## config.mk

```make
export PLATFORM = sky130hd
export DESIGN_NAME = xbar_in_ctrl
export DESIGN_NICKNAME = d
export VERILOG_FILES = /design/src/rtl/xic_pkg.sv /design/src/rtl/xic_addr_capture.sv /design/src/rtl/xic_token_gen.sv /design/src/rtl/xic_pay_dly.sv /design/src/rtl/xic_xpt_col.sv /design/src/rtl/xbar_in_ctrl.sv
export SDC_FILE = /design/constraint.sdc
export NUM_CORES = 1
export LEC_CHECK = 0
export ABC_AREA = 1
export BUFFER_PORTS_ARGS = -buffer_cell sky130_fd_sc_hd__buf_2
export CAP_MARGIN = 0
export CORE_MARGIN = 2
export CORE_UTILIZATION = 40
export DETAILED_ROUTE_END_ITERATION = 6
export PLACE_DENSITY_LB_ADDON = 0.25
export RECOVER_POWER = 50
export SLEW_MARGIN = 10
export SYNTH_ARGS = -nofsm -noshare
export SYNTH_HDL_FRONTEND = slang
export SYNTH_SLANG_ARGS = --single-unit
```

## constraint.sdc

```tcl
create_clock -name clk_i -period 2.6 [get_ports clk_i]
set_clock_uncertainty 0.05 [all_clocks]
set_input_delay 0.13 -clock clk_i [delete_from_list [all_inputs] [get_ports clk_i]]
set_output_delay 0.13 -clock clk_i [all_outputs]
set_load 0.05 [all_outputs]
```

## src/rtl/xic_pkg.sv

```systemverilog
package xic_pkg;
  typedef enum logic [1:0] {
    CAP_IDLE,
    CAP_ADDR,
    CAP_PAY,
    CAP_HOLD
  } cap_state_e;
endpackage

```

## src/rtl/xic_addr_capture.sv

```systemverilog
module xic_addr_capture
  import xic_pkg::*;
#(
  parameter int N_COLS  = 8,
  parameter int PAY_LEN = 16
) (
  input  logic                          clk_i,
  input  logic                          rst_ni,
  input  logic                          sop_i,
  input  logic                          bit_vld_i,
  input  logic                          bit_i,
  input  logic                          clean_i,
  output logic                          addr_vld_o,
  output logic [$clog2(N_COLS)-1:0]     addr_o,
  output logic                          pay_vld_o,
  output logic                          pay_bit_o,
  output logic                          busy_o,
  output logic                          err_o
);
  localparam int LA  = $clog2(N_COLS);
  localparam int ACW = $clog2(LA + 1);
  localparam int PCW = $clog2(PAY_LEN + 1);

  cap_state_e     state_q;
  logic [LA-1:0]  sreg_q;
  logic [ACW-1:0] acnt_q;
  logic [PCW-1:0] pcnt_q;
  logic           take;

  // a start marker is only honoured in idle
  assign take      = bit_vld_i & ~sop_i;
  assign pay_vld_o = (state_q == CAP_PAY) & take;
  assign pay_bit_o = bit_i;
  assign busy_o    = (state_q != CAP_IDLE);

  always_ff @(posedge clk_i or negedge rst_ni) begin
    if (!rst_ni) begin
      state_q    <= CAP_IDLE;
      sreg_q     <= '0;
      acnt_q     <= '0;
      pcnt_q     <= '0;
      addr_vld_o <= 1'b0;
      addr_o     <= '0;
      err_o      <= 1'b0;
    end else begin
      addr_vld_o <= 1'b0;
      err_o      <= sop_i & bit_vld_i & (state_q != CAP_IDLE);
      if (clean_i) begin
        state_q <= CAP_IDLE;
      end else begin
        unique case (state_q)
          CAP_IDLE: if (sop_i && bit_vld_i) begin
            sreg_q  <= {sreg_q[LA-2:0], bit_i};
            acnt_q  <= ACW'(1);
            state_q <= CAP_ADDR;
          end
          CAP_ADDR: if (take) begin
            sreg_q <= {sreg_q[LA-2:0], bit_i};
            if (acnt_q == ACW'(LA - 1)) begin
              addr_o     <= {sreg_q[LA-2:0], bit_i};
              addr_vld_o <= 1'b1;
              pcnt_q     <= '0;
              state_q    <= CAP_PAY;
            end else begin
              acnt_q <= acnt_q + ACW'(1);
            end
          end
          CAP_PAY: if (take) begin
            if (pcnt_q == PCW'(PAY_LEN - 1)) state_q <= CAP_HOLD;
            else                             pcnt_q  <= pcnt_q + PCW'(1);
          end
          default: ;
        endcase
      end
    end
  end
endmodule

```

## src/rtl/xic_token_gen.sv

```systemverilog
module xic_token_gen #(
  parameter int N_COLS = 8
) (
  input  logic                      clk_i,
  input  logic                      rst_ni,
  input  logic                      load_i,
  input  logic [$clog2(N_COLS)-1:0] addr_i,
  input  logic                      consume_i,
  output logic                      token_vld_o,
  output logic [N_COLS-1:0]         token_o
);
  localparam int LA = $clog2(N_COLS);
  localparam logic [N_COLS-1:0] COL0 = N_COLS'(1);

  logic [LA-1:0]     acnt_q;   // wraps after N-A steps
  logic [LA-1:0]     ncnt_q;   // bounds the run to N steps
  logic              run_q;
  logic              placed_q;
  logic [N_COLS-1:0] tok_q;

  assign token_o = placed_q ? tok_q : '0;

  always_ff @(posedge clk_i or negedge rst_ni) begin
    if (!rst_ni) begin
      acnt_q      <= '0;
      ncnt_q      <= '0;
      run_q       <= 1'b0;
      placed_q    <= 1'b0;
      tok_q       <= '0;
      token_vld_o <= 1'b0;
    end else if (load_i) begin
      acnt_q      <= addr_i;
      ncnt_q      <= '0;
      run_q       <= 1'b1;
      placed_q    <= 1'b0;
      tok_q       <= '0;
      token_vld_o <= 1'b0;
    end else begin
      token_vld_o <= 1'b0;
      if (consume_i) placed_q <= 1'b0;
      if (run_q) begin
        acnt_q <= acnt_q + LA'(1);
        if (acnt_q == '1)  tok_q <= COL0;
        else if (|tok_q)   tok_q <= tok_q << 1;
        if (ncnt_q == LA'(N_COLS - 1)) begin
          run_q       <= 1'b0;
          placed_q    <= 1'b1;
          token_vld_o <= 1'b1;
        end else begin
          ncnt_q <= ncnt_q + LA'(1);
        end
      end
    end
  end
endmodule

```

## src/rtl/xic_pay_dly.sv

```systemverilog
module xic_pay_dly #(
  parameter int DEPTH = 15
) (
  input  logic clk_i,
  input  logic rst_ni,
  input  logic vld_i,
  input  logic bit_i,
  output logic vld_o,
  output logic bit_o
);
  logic [DEPTH-1:0] vld_q;
  logic [DEPTH-1:0] dat_q;

  for (genvar s = 0; s < DEPTH; s++) begin : g_stage
    logic v_in, d_in;
    if (s == 0) begin : g_head
      assign v_in = vld_i;
      assign d_in = bit_i;
    end else begin : g_body
      assign v_in = vld_q[s-1];
      assign d_in = dat_q[s-1];
    end
    always_ff @(posedge clk_i or negedge rst_ni) begin
      if (!rst_ni) begin
        vld_q[s] <= 1'b0;
        dat_q[s] <= 1'b0;
      end else begin
        vld_q[s] <= v_in;
        dat_q[s] <= d_in & v_in;
      end
    end
  end

  assign vld_o = vld_q[DEPTH-1];
  assign bit_o = dat_q[DEPTH-1];
endmodule

```

## src/rtl/xic_xpt_col.sv

```systemverilog
module xic_xpt_col #(
  parameter int N_COLS = 8
) (
  input  logic              clk_i,
  input  logic              rst_ni,
  input  logic              clean_i,
  input  logic              select_i,
  input  logic [N_COLS-1:0] token_i,
  output logic [N_COLS-1:0] xpt_o
);
  logic set_en;
  assign set_en = select_i & (|token_i);

  for (genvar c = 0; c < N_COLS; c++) begin : g_node
    always_ff @(posedge clk_i or negedge rst_ni) begin
      if (!rst_ni)      xpt_o[c] <= 1'b0;
      else if (set_en)  xpt_o[c] <= token_i[c];
      else if (clean_i) xpt_o[c] <= 1'b0;
    end
  end
endmodule

```

## src/rtl/xbar_in_ctrl.sv

```systemverilog
module xbar_in_ctrl #(
  parameter int N_COLS  = 8,
  parameter int PAY_LEN = 16
) (
  input  logic              clk_i,
  input  logic              rst_ni,
  input  logic              sop_i,
  input  logic              bit_vld_i,
  input  logic              bit_i,
  input  logic              clean_i,
  input  logic              select_i,
  output logic              pay_vld_o,
  output logic              pay_o,
  output logic              token_vld_o,
  output logic [N_COLS-1:0] token_o,
  output logic              busy_o,
  output logic              err_o,
  output logic [N_COLS-1:0] xpt_o
);
  localparam int LA      = $clog2(N_COLS);
  localparam int PAY_DLY = 2 + PAY_LEN - LA;

  logic          addr_vld;
  logic [LA-1:0] addr;
  logic          pin_vld, pin_bit;

  xic_addr_capture #(.N_COLS(N_COLS), .PAY_LEN(PAY_LEN)) u_cap (
    .clk_i, .rst_ni, .sop_i, .bit_vld_i, .bit_i, .clean_i,
    .addr_vld_o(addr_vld), .addr_o(addr),
    .pay_vld_o(pin_vld), .pay_bit_o(pin_bit),
    .busy_o, .err_o
  );

  xic_token_gen #(.N_COLS(N_COLS)) u_tok (
    .clk_i, .rst_ni, .load_i(addr_vld), .addr_i(addr),
    .consume_i(select_i), .token_vld_o, .token_o
  );

  xic_pay_dly #(.DEPTH(PAY_DLY)) u_dly (
    .clk_i, .rst_ni, .vld_i(pin_vld), .bit_i(pin_bit),
    .vld_o(pay_vld_o), .bit_o(pay_o)
  );

  xic_xpt_col #(.N_COLS(N_COLS)) u_xpt (
    .clk_i, .rst_ni, .clean_i, .select_i, .token_i(token_o), .xpt_o
  );
endmodule

```

Word-level counts from Yosys, hierarchy flattened --
Index checks and enable logic that the tools add are counted.
Storage, ports and cells: register bits after elaboration 71, bits of input ports 7, output and inout port bits 21, word-level logic and storage cells 164
Operators by class: add/subtract/negate cells 4, equal/unequal tests 18, mux-type cells 51, bitwise operators 22, reduce and logical (&&, ||, !) cells 18
Operators with widths (count):
- $mux W8 | 5
- $mux W1 | 23
- $and A1 B1 Y1 | 20
- $mux W2 | 10
- $mux W5 | 4
- $reduce_or A8 Y1 | 2
- $mux W3 | 5
- $ne A3 B2 Y1 const B | 4
- $reduce_and A6 Y1 | 2
- $pmux W5 S2 | 1
- $reduce_bool A2 Y1 | 5
- $ne A2 B1 Y1 const B | 4
- $pmux W2 S2 | 2
- $reduce_and A4 Y1 | 2
- $add A3 B1 Y3 const B | 2
- $eq A3 B3 Y1 const B | 2
- $ne A2 B2 Y1 const B | 3
- $pmux W2 S3 | 1
- $add A5 B1 Y5 const B | 1
- $eq A5 B4 Y1 const B | 1
- $reduce_and A5 Y1 | 1
- $eq A2 B2 Y1 const B | 2
- $reduce_and A2 Y1 | 2
- $reduce_bool A4 Y1 | 1
- 7 further kinds | 8

Depth between registers and ports, before layout --
Gate-level depths: netlist of run 1.
depth in word-level cells 5, mapped depth 11, mapped depth without buffers 11

Hierarchy --
Synthesis of run 1 repeated with hierarchy kept, for this count alone.
Unflattened totals: cell total of the unflattened synthesis 360, area total of the unflattened synthesis 3169.3 um2
By module, submodules not included:
- xic_addr_capture | instances 1, cells an instance 130, area an instance 983.4 um2, sequential area each 400.4 um2
- xic_token_gen | instances 1, cells an instance 127, area an instance 954.7 um2, sequential area each 425.4 um2
- xic_pay_dly | instances 1, cells an instance 60, area an instance 863.3 um2, sequential area each 750.7 um2
- xic_xpt_col | instances 1, cells an instance 43, area an instance 367.9 um2, sequential area each 200.2 um2

Worst setup path after synthesis of run 1 --
Ideal clock, no wire load.
path type register to register, start point register u_tok.acnt_q[0], end point register u_tok.tok_q[1], setup time 117 ps, arrival time 1471 ps, data required time 2433 ps, path slack 962 ps, cell stages (with the launch flop) 10, buffers on the path 2, clock period less this slack 1638 ps, cell sequence dfrtp_1 -> ha_1 -> ha_1 -> buf_6 -> nor2_2 -> nand3_2 -> or2_1 -> buf_6 -> nand3_1 -> nand2_1
Between the ends: word-level cells in the longest chain between the ends 4, elaborated cells on any way between the ends 6, classes of those cells eq/ne (1); mux (3); reduce/logical (2)
Ends and longest elaborated chain:
- start, declared | line xic_token_gen.sv:15 | logic [LA-1:0] acnt_q;
- start signal, assigned | line xic_token_gen.sv:32 | acnt_q <= addr_i;
- start signal, assigned | line xic_token_gen.sv:42 | acnt_q <= acnt_q + LA'(1);
- $eq A3 B3 Y1 (*) | line xic_token_gen.sv:43 | if (acnt_q == '1) tok_q <= COL0;
- $mux W8 | line xic_token_gen.sv:43
- $mux W8 | line xic_token_gen.sv:41 | if (run_q) begin
- $mux W8 | line xic_token_gen.sv:31 | end else if (load_i) begin
- end signal, assigned | line xic_token_gen.sv:44 | else if (|tok_q) tok_q <= tok_q << 1;
- end, declared | line xic_token_gen.sv:19 | logic [N_COLS-1:0] tok_q;
Every way passes the cells marked *; elsewhere a longest branch is shown, timed or not. The select of a mux whose other input is x is not followed. A chain may end at the register's enable or synchronous reset.

Worst setup path in the final report of run 1 --
start point register u_tok.acnt_q[0], end point register u_tok.tok_q[6]
Same word-level chain as after synthesis.

==> reports/metrics.csv, run 1 <==
metric,value,unit
Sink Count,71,
critical-path cell list,ha_1 > ha_1 > nor2_2 > nand3_2 > or2_1 > nand3_1 > nand2_1,
Mapped Avg Cell Area,8.92,µm²
die width,92.0,µm
Diodes inserted,0,
"most common cell after layout, fill and taps aside",nand2_1,
synthesized flop and latch total,71,
share of cells above drive strength 1,12.5,%
Final Routed Wirelength,5170,µm
routed wire length per instance,10.6,µm
slowest cell delay on critical path,0.40,ns
largest net degree at the start of global routing,45,
die area,8460,µm²
crit path capture type,flop,
Root Driver,clkbuf_8,
pre-CTS setup slack,0.868,ns
Synth cell types,30,
CP dominant cell by count,ha_1,
Placeable Area,7610,µm²
post-CTS resize count,0,
gr ovfl total,0,
vias,2181,
static leakage,2.09,nW
r2r startpoint,u_tok.acnt_q[0],
CP Launch Type,flop,
Port Buffers,27,
Tightest Pin Transition,1.58,ns
final setup margin,0.878,ns
WP depth,7,
yosys warns,0,
via/cell ratio,4.48,
Slew HR,-5.00,%
fin nets,397,
Hold Path Class,input pin to flop,
most frequent cells in the layout,"nand2_1 (110), dfrtp_1 (71), inv_1 (51)",
outcome,"complete, but fails checks",
Placed Cells,470,
period utilization,66.2,%
Post-Layout Cell Count,487,
"Seq/Total Area, Yosys",57.4,%
R2R cell count,7,
crit path max-delay cell type,dfrtp_1,
# rows,32,
CTS tree,done,
synthesis-to-finish area growth,14.7,%
drt pass-1 iters,4,
crit path kind,flop to flop,
initial antenna violation count,0,
total track usage,14.2,%
Fill cells,749,
Min-Delay Endpoint,u_cap.err_o,
routability congestion estimate,0.844,
H-tree Lvls,3,
I/O pins,28,
Detail Placement HPWL,3700,µm
maximum clock rate,581,MHz
min-delay src,sop_i,
Clk pwr share,35.0,%
number of buffers on the longest clock path,2,
fin crit period,1.72,ns
Final Hold Violating Endpoints,0,
global-route wire length before repair,9610,µm
cts-stage hold buffer count,1,
failing checks,"max-capacitance violations, max-slew violations",
CTS buffer count,9,
initial cell density of the core,40.7,%
Syn Inst Count,347,
WP data required,2.79,ns
flop2flop setup slack,0.88,ns
drc violations,0,
CTS clock-pin slew for the worst setup and hold paths,0.08,ns
post-route ant nets,0,
combinational share of power,21.6,%
clock latency at the later pin of the worst-skew pair,0.34,ns
1st-iter DRT viols,97,
P_sw,0.930,mW
fin. max-slew vios,28,
Max Cap Viol,1,
unrepaired setup endpoints after global routing,false,
postcts setup bufs,0,
internal power,2.09,mW
sequential share of power,43.3,%
Hold Path Stages,3,
number of setup violations in the final report,0,
R2R Path End,u_tok.tok_q[6],
crit-path max FO,9,
PD cells,851,nW/µm²
VDD IR max,0.525,mV
total power,3.02,mW
Setup TNS,0,ns
CP Data Arrival Time,1.91,ns
post-synthesis instance area,3100,µm²
number of global-route vias before repair,2160,
Die H,92.0,µm
"CP delay by family, top",simple AND/OR/NAND/NOR gates,
Bufs and invs on worst path,0,
post-synthesis net count,364,
switching share of power,30.8,%
==> power by group through the flow <==
| stage | Combinational, mW | Clock (mW) | Sequential (mW) |
|---|---|---|---|
| detailed placement | 0.665 | 0 | 1.33 |
| global route | 0.763 | 1.15 | 1.33 |
| floorplan | 0.515 | 0 | 1.32 |
| CTS | 0.668 | 1.09 | 1.31 |
| finish | 0.653 | 1.06 | 1.31 |
| global placement | 0.655 | 0 | 1.33 |
==> synthesized netlist by cell type (all sizes together) <==
cell / instances / area share (%)
nor3b: 1 / 0.24
inv: 54 / 6.5
ha: 10 / 4.0
nand3: 35 / 6.0
clkinv: 1 / 0.12
o21a: 1 / 0.24
nand4: 5 / 1.0
o211ai: 1 / 0.24
clkbuf: 1 / 0.12
nor2: 32 / 4.3
nor3: 1 / 0.16
xor2: 1 / 0.28
nand2: 113 / 14
buf: 7 / 2.2
a21oi: 2 / 0.69
o22ai: 1 / 0.20
or2: 1 / 0.20
dfrtp: 71 / 57
o21bai: 1 / 0.36
o21ai: 8 / 1.5
==> worst max path at each step <==
stage / slack (ns) / start / to
2_1_floorplan: 0.96 / u_tok.acnt_q[0] / u_tok.tok_q[1]
3_3_place_gp: 0.90 / u_tok.acnt_q[0] / u_tok.tok_q[6]
3_5_place_dp: 0.87 / u_tok.acnt_q[0] / u_tok.tok_q[6]
4_1_cts: 0.87 / u_tok.acnt_q[0] / u_tok.tok_q[6]
5_1_grt: 0.56 / rst_ni / u_xpt.xpt_o[7]
6_report: 0.88 / u_tok.acnt_q[0] / u_tok.tok_q[6]
==> sequential cells by signal, indices dropped and copies added (netlist names), 2 cells and up <==
name                count
u_cap.state_q           2
u_tok.acnt_q            3
u_xpt.xpt_o             8
u_tok.ncnt_q            3
u_cap.sreg_q            2
u_cap.pcnt_q            5
u_dly.g_stage.v_in     14
u_cap.addr_o            3
u_cap.acnt_q            2
u_dly.g_stage.d_in     14
u_tok.tok_q             8
==> per-stage QoR <==
| step | utilization (%) | hold slack (ns) | area (µm²) |
|---|---|---|---|
| after global placement | 43.6 | 0.146 | 3310 |
| final | 46.7 | 0.0316 | 3550 |
| after CTS | 46.9 | 0.0119 | 3570 |
| after detailed placement | 43.6 | 0.152 | 3310 |
| after global routing | 46.7 | 0.0203 | 3550 |
| after floorplan | - | -0.216 | 3100 |
==> metal layers <==
metal | routed length [µm] | vias to the layer above | global-route usage [%]
met2 | 2430 | 25 | 23.0
met5 | 0 | - | 0
met4 | 57 | 0 | 3.73
met1 | 2500 | 1028 | 17.9
met3 | 179 | 5 | 5.26
li1 | - | 1123 | -
==> tightest hold or removal path, stage by stage <==
cell	delay, ns
buf_2	0.10
nand2_1	0.09
nor2_1	0.05
==> cell families after synthesis <==
family | Yosys count | synth area share, %
compound gates | 14 | 3.27
flops | 71 | 57.4
simple gates | 188 | 26.0
fa+ha+maj | 10 | 4.04
buf+inv | 63 | 9.01
xor+xnor | 1 | 0.283
==> layout make-up <==
| type | count | area [µm²] | area share (%) |
|---|---|---|---|
| timing repair buffer | 30 | 156 | 4.40 |
| clock buffer | 10 | 128 | 3.59 |
| inverter | 55 | 206 | 5.81 |
| clock inverter | 6 | 116 | 3.28 |
| tap | 102 | 128 | 3.59 |
| multi-input combinational | 213 | 1040 | 29.3 |
| sequential | 71 | 1780 | 50.0 |
Power figures use the tool's default switching activity.
==> run 2, diff against run 1 <==
==> constraint.sdc (replaced) <==
create_clock -name clk_i -period 1.5 [get_ports clk_i]
set_clock_uncertainty 0.05 [all_clocks]
set_input_delay 0.075 -clock clk_i [delete_from_list [all_inputs] [get_ports clk_i]]
set_output_delay 0.075 -clock clk_i [all_outputs]
set_load 0.05 [all_outputs]
==> reports/metrics.csv, run 2 (synthesis gave the netlist of run 1 again) <==
metric,value,unit
number of buffers on the longest clock path,2,
CTS clock-pin slew for the worst setup and hold paths,0.07,ns
Tightest Pin Transition,0.923,ns
drc violations,0,
gr ovfl total,0,
fin crit period,1.51,ns
die width,92.0,µm
slowest cell delay on critical path,0.37,ns
total power,5.54,mW
R2R Path End,u_cap.state_q[0],
"most common cell after layout, fill and taps aside",nand2_1,
failing checks,negative setup slack,
Placeable Area,7610,µm²
maximum clock rate,660,MHz
CP Launch Point,u_cap.pcnt_q[0],
clock latency at the later pin of the worst-skew pair,0.34,ns
Final Hold Violating Endpoints,0,
crit path capture type,flop,
outcome,"complete, but fails checks",
PD cells,1430,nW/µm²
WP data required,1.69,ns
CTS tree,done,
final instance area,3880,µm²
initial antenna violation count,0,
post-route ant nets,0,
fin nets,420,
Post-DP Area,3470,µm²
"CP delay by family, top",simple AND/OR/NAND/NOR gates,
die area,8460,µm²
Fill cells,720,
final setup margin,-0.0142,ns
unrepaired setup endpoints after global routing,true,
crit-path max FO,2,
number of global-route vias before repair,2264,
Detail Placement HPWL,3800,µm
CP Data Arrival Time,1.70,ns
WP depth,11,
flop2flop setup slack,-0.01,ns
critical-path cell list,ha_2 > nand2_2 > nor2_2 > ha_2 > inv_1 > nand3_2 > nand2_2 > inv_2 > nand3_2 > nand2_1 > nand2_1,
most frequent cells in the layout,"nand2_1 (105), dfrtp_1 (70), inv_1 (47)",
Diodes inserted,0,
R2R cell count,11,
register area,1780,µm²
Root Driver,clkbuf_8,
Max Cap Viol,0,
initial cell density of the core,40.7,%
routed wire length per instance,11.1,µm
Port Buffers,27,
total track usage,14.7,%
CP Launch Type,flop,
largest net degree at the start of global routing,72,
period utilization,101,%
fin. max-slew vios,0,
vias,2300,
H-tree Lvls,3,
multi-input logic area,1200,µm²
routability congestion estimate,0.790,
synthesis-to-finish area growth,25.4,%
Die H,92.0,µm
Hold Path Stages,3,
number of setup violations in the final report,10,
via/cell ratio,4.53,
Slew HR,38.5,%
static leakage,2.22,nW
I/O pins,28,
global-route wire length before repair,9830,µm
r2r startpoint,u_cap.pcnt_q[0],
crit path kind,flop to flop,
Sink Count,71,
Final Routed Wirelength,5640,µm
pre-CTS setup slack,-0.0751,ns
1st-iter DRT viols,88,
share of cells above drive strength 1,27.1,%
drt pass-1 iters,4,
Bufs and invs on worst path,2,
CTS buffer count,9,
# rows,32,
Hold Path Class,input pin to flop,
crit path max-delay cell type,dfrtp_1,
worst setup path end,u_cap.state_q[0],
VDD IR max,0.992,mV
[run 2: cell types whose count changed in the layout (fill, tap and decap cells not counted), sizes merged]
| cell | change |
|---|---|
| inv | -3 |
| bufinv | -1 |
| clkinvlp | +2 |
| clkinv | -1 |
| dlygate4sd3 | +3 |
| buf | +29 |
| clkbuf | -8 |
[run 2: worst min path at each step]
stage                  start              end  slack (ns)
floorplan             rst_ni  u_cap.acnt_q[0]       -0.27
global placement      rst_ni      u_dly.vld_o        0.08
detailed placement    rst_ni      u_dly.vld_o        0.08
CTS                 select_i   u_xpt.xpt_o[6]        0.02
global route        select_i   u_xpt.xpt_o[6]        0.04
finish              select_i   u_xpt.xpt_o[6]        0.03
[run 2: metrics by stage]
stage | instances | hold slack [ns] | util (%) | TNS [ns]
final | 508 | 0.0350 | 51.0 | -0.0862
after global routing | 508 | 0.0387 | 51.0 | -1.13
after CTS | 504 | 0.0217 | 50.0 | -0.0772
after detailed placement | 485 | 0.0786 | 45.6 | -0.752
after global placement | 485 | 0.0785 | 45.6 | -0.232
after floorplan | 347 | -0.271 | - | -0.671
[run 2: per-layer routing]
metal	GRT usage, %	vias to the layer above	wire (µm)
met5	0	-	0
met4	5.97	0	103
met3	5.09	11	186
met2	24.1	25	2680
met1	17.8	1091	2670
li1	-	1173	-
[run 2: worst min-delay path, cell delays in order]
cell,delay [ns]
buf_2,0.18
nand2_1,0.09
nand2_1,0.04
[run 2: what timing repair did]
item                       in CTS  in global routing
buffers inserted                1                  4
hold buffers                    4                  0
resized for setup              17                 17
hold endpoints to repair       74                  0
pin swaps                       8                  4
setup endpoints to repair      19                 28
[run 2: where the power goes]
part / internal, mW / switching, mW
Combinational: 0.675 / 0.924
Sequential: 2.13 / 0.129
Clock: 1.01 / 0.667
[run 2: cell type report]
| type | count | area share [%] |
|---|---|---|
| clock buffer | 11 | 3.90 |
| clock inverter | 3 | 1.74 |
| inverter | 55 | 5.42 |
| multi-input combinational | 213 | 30.9 |
| sequential | 71 | 45.8 |
| tap | 102 | 3.29 |
| timing repair buffer | 53 | 8.99 |
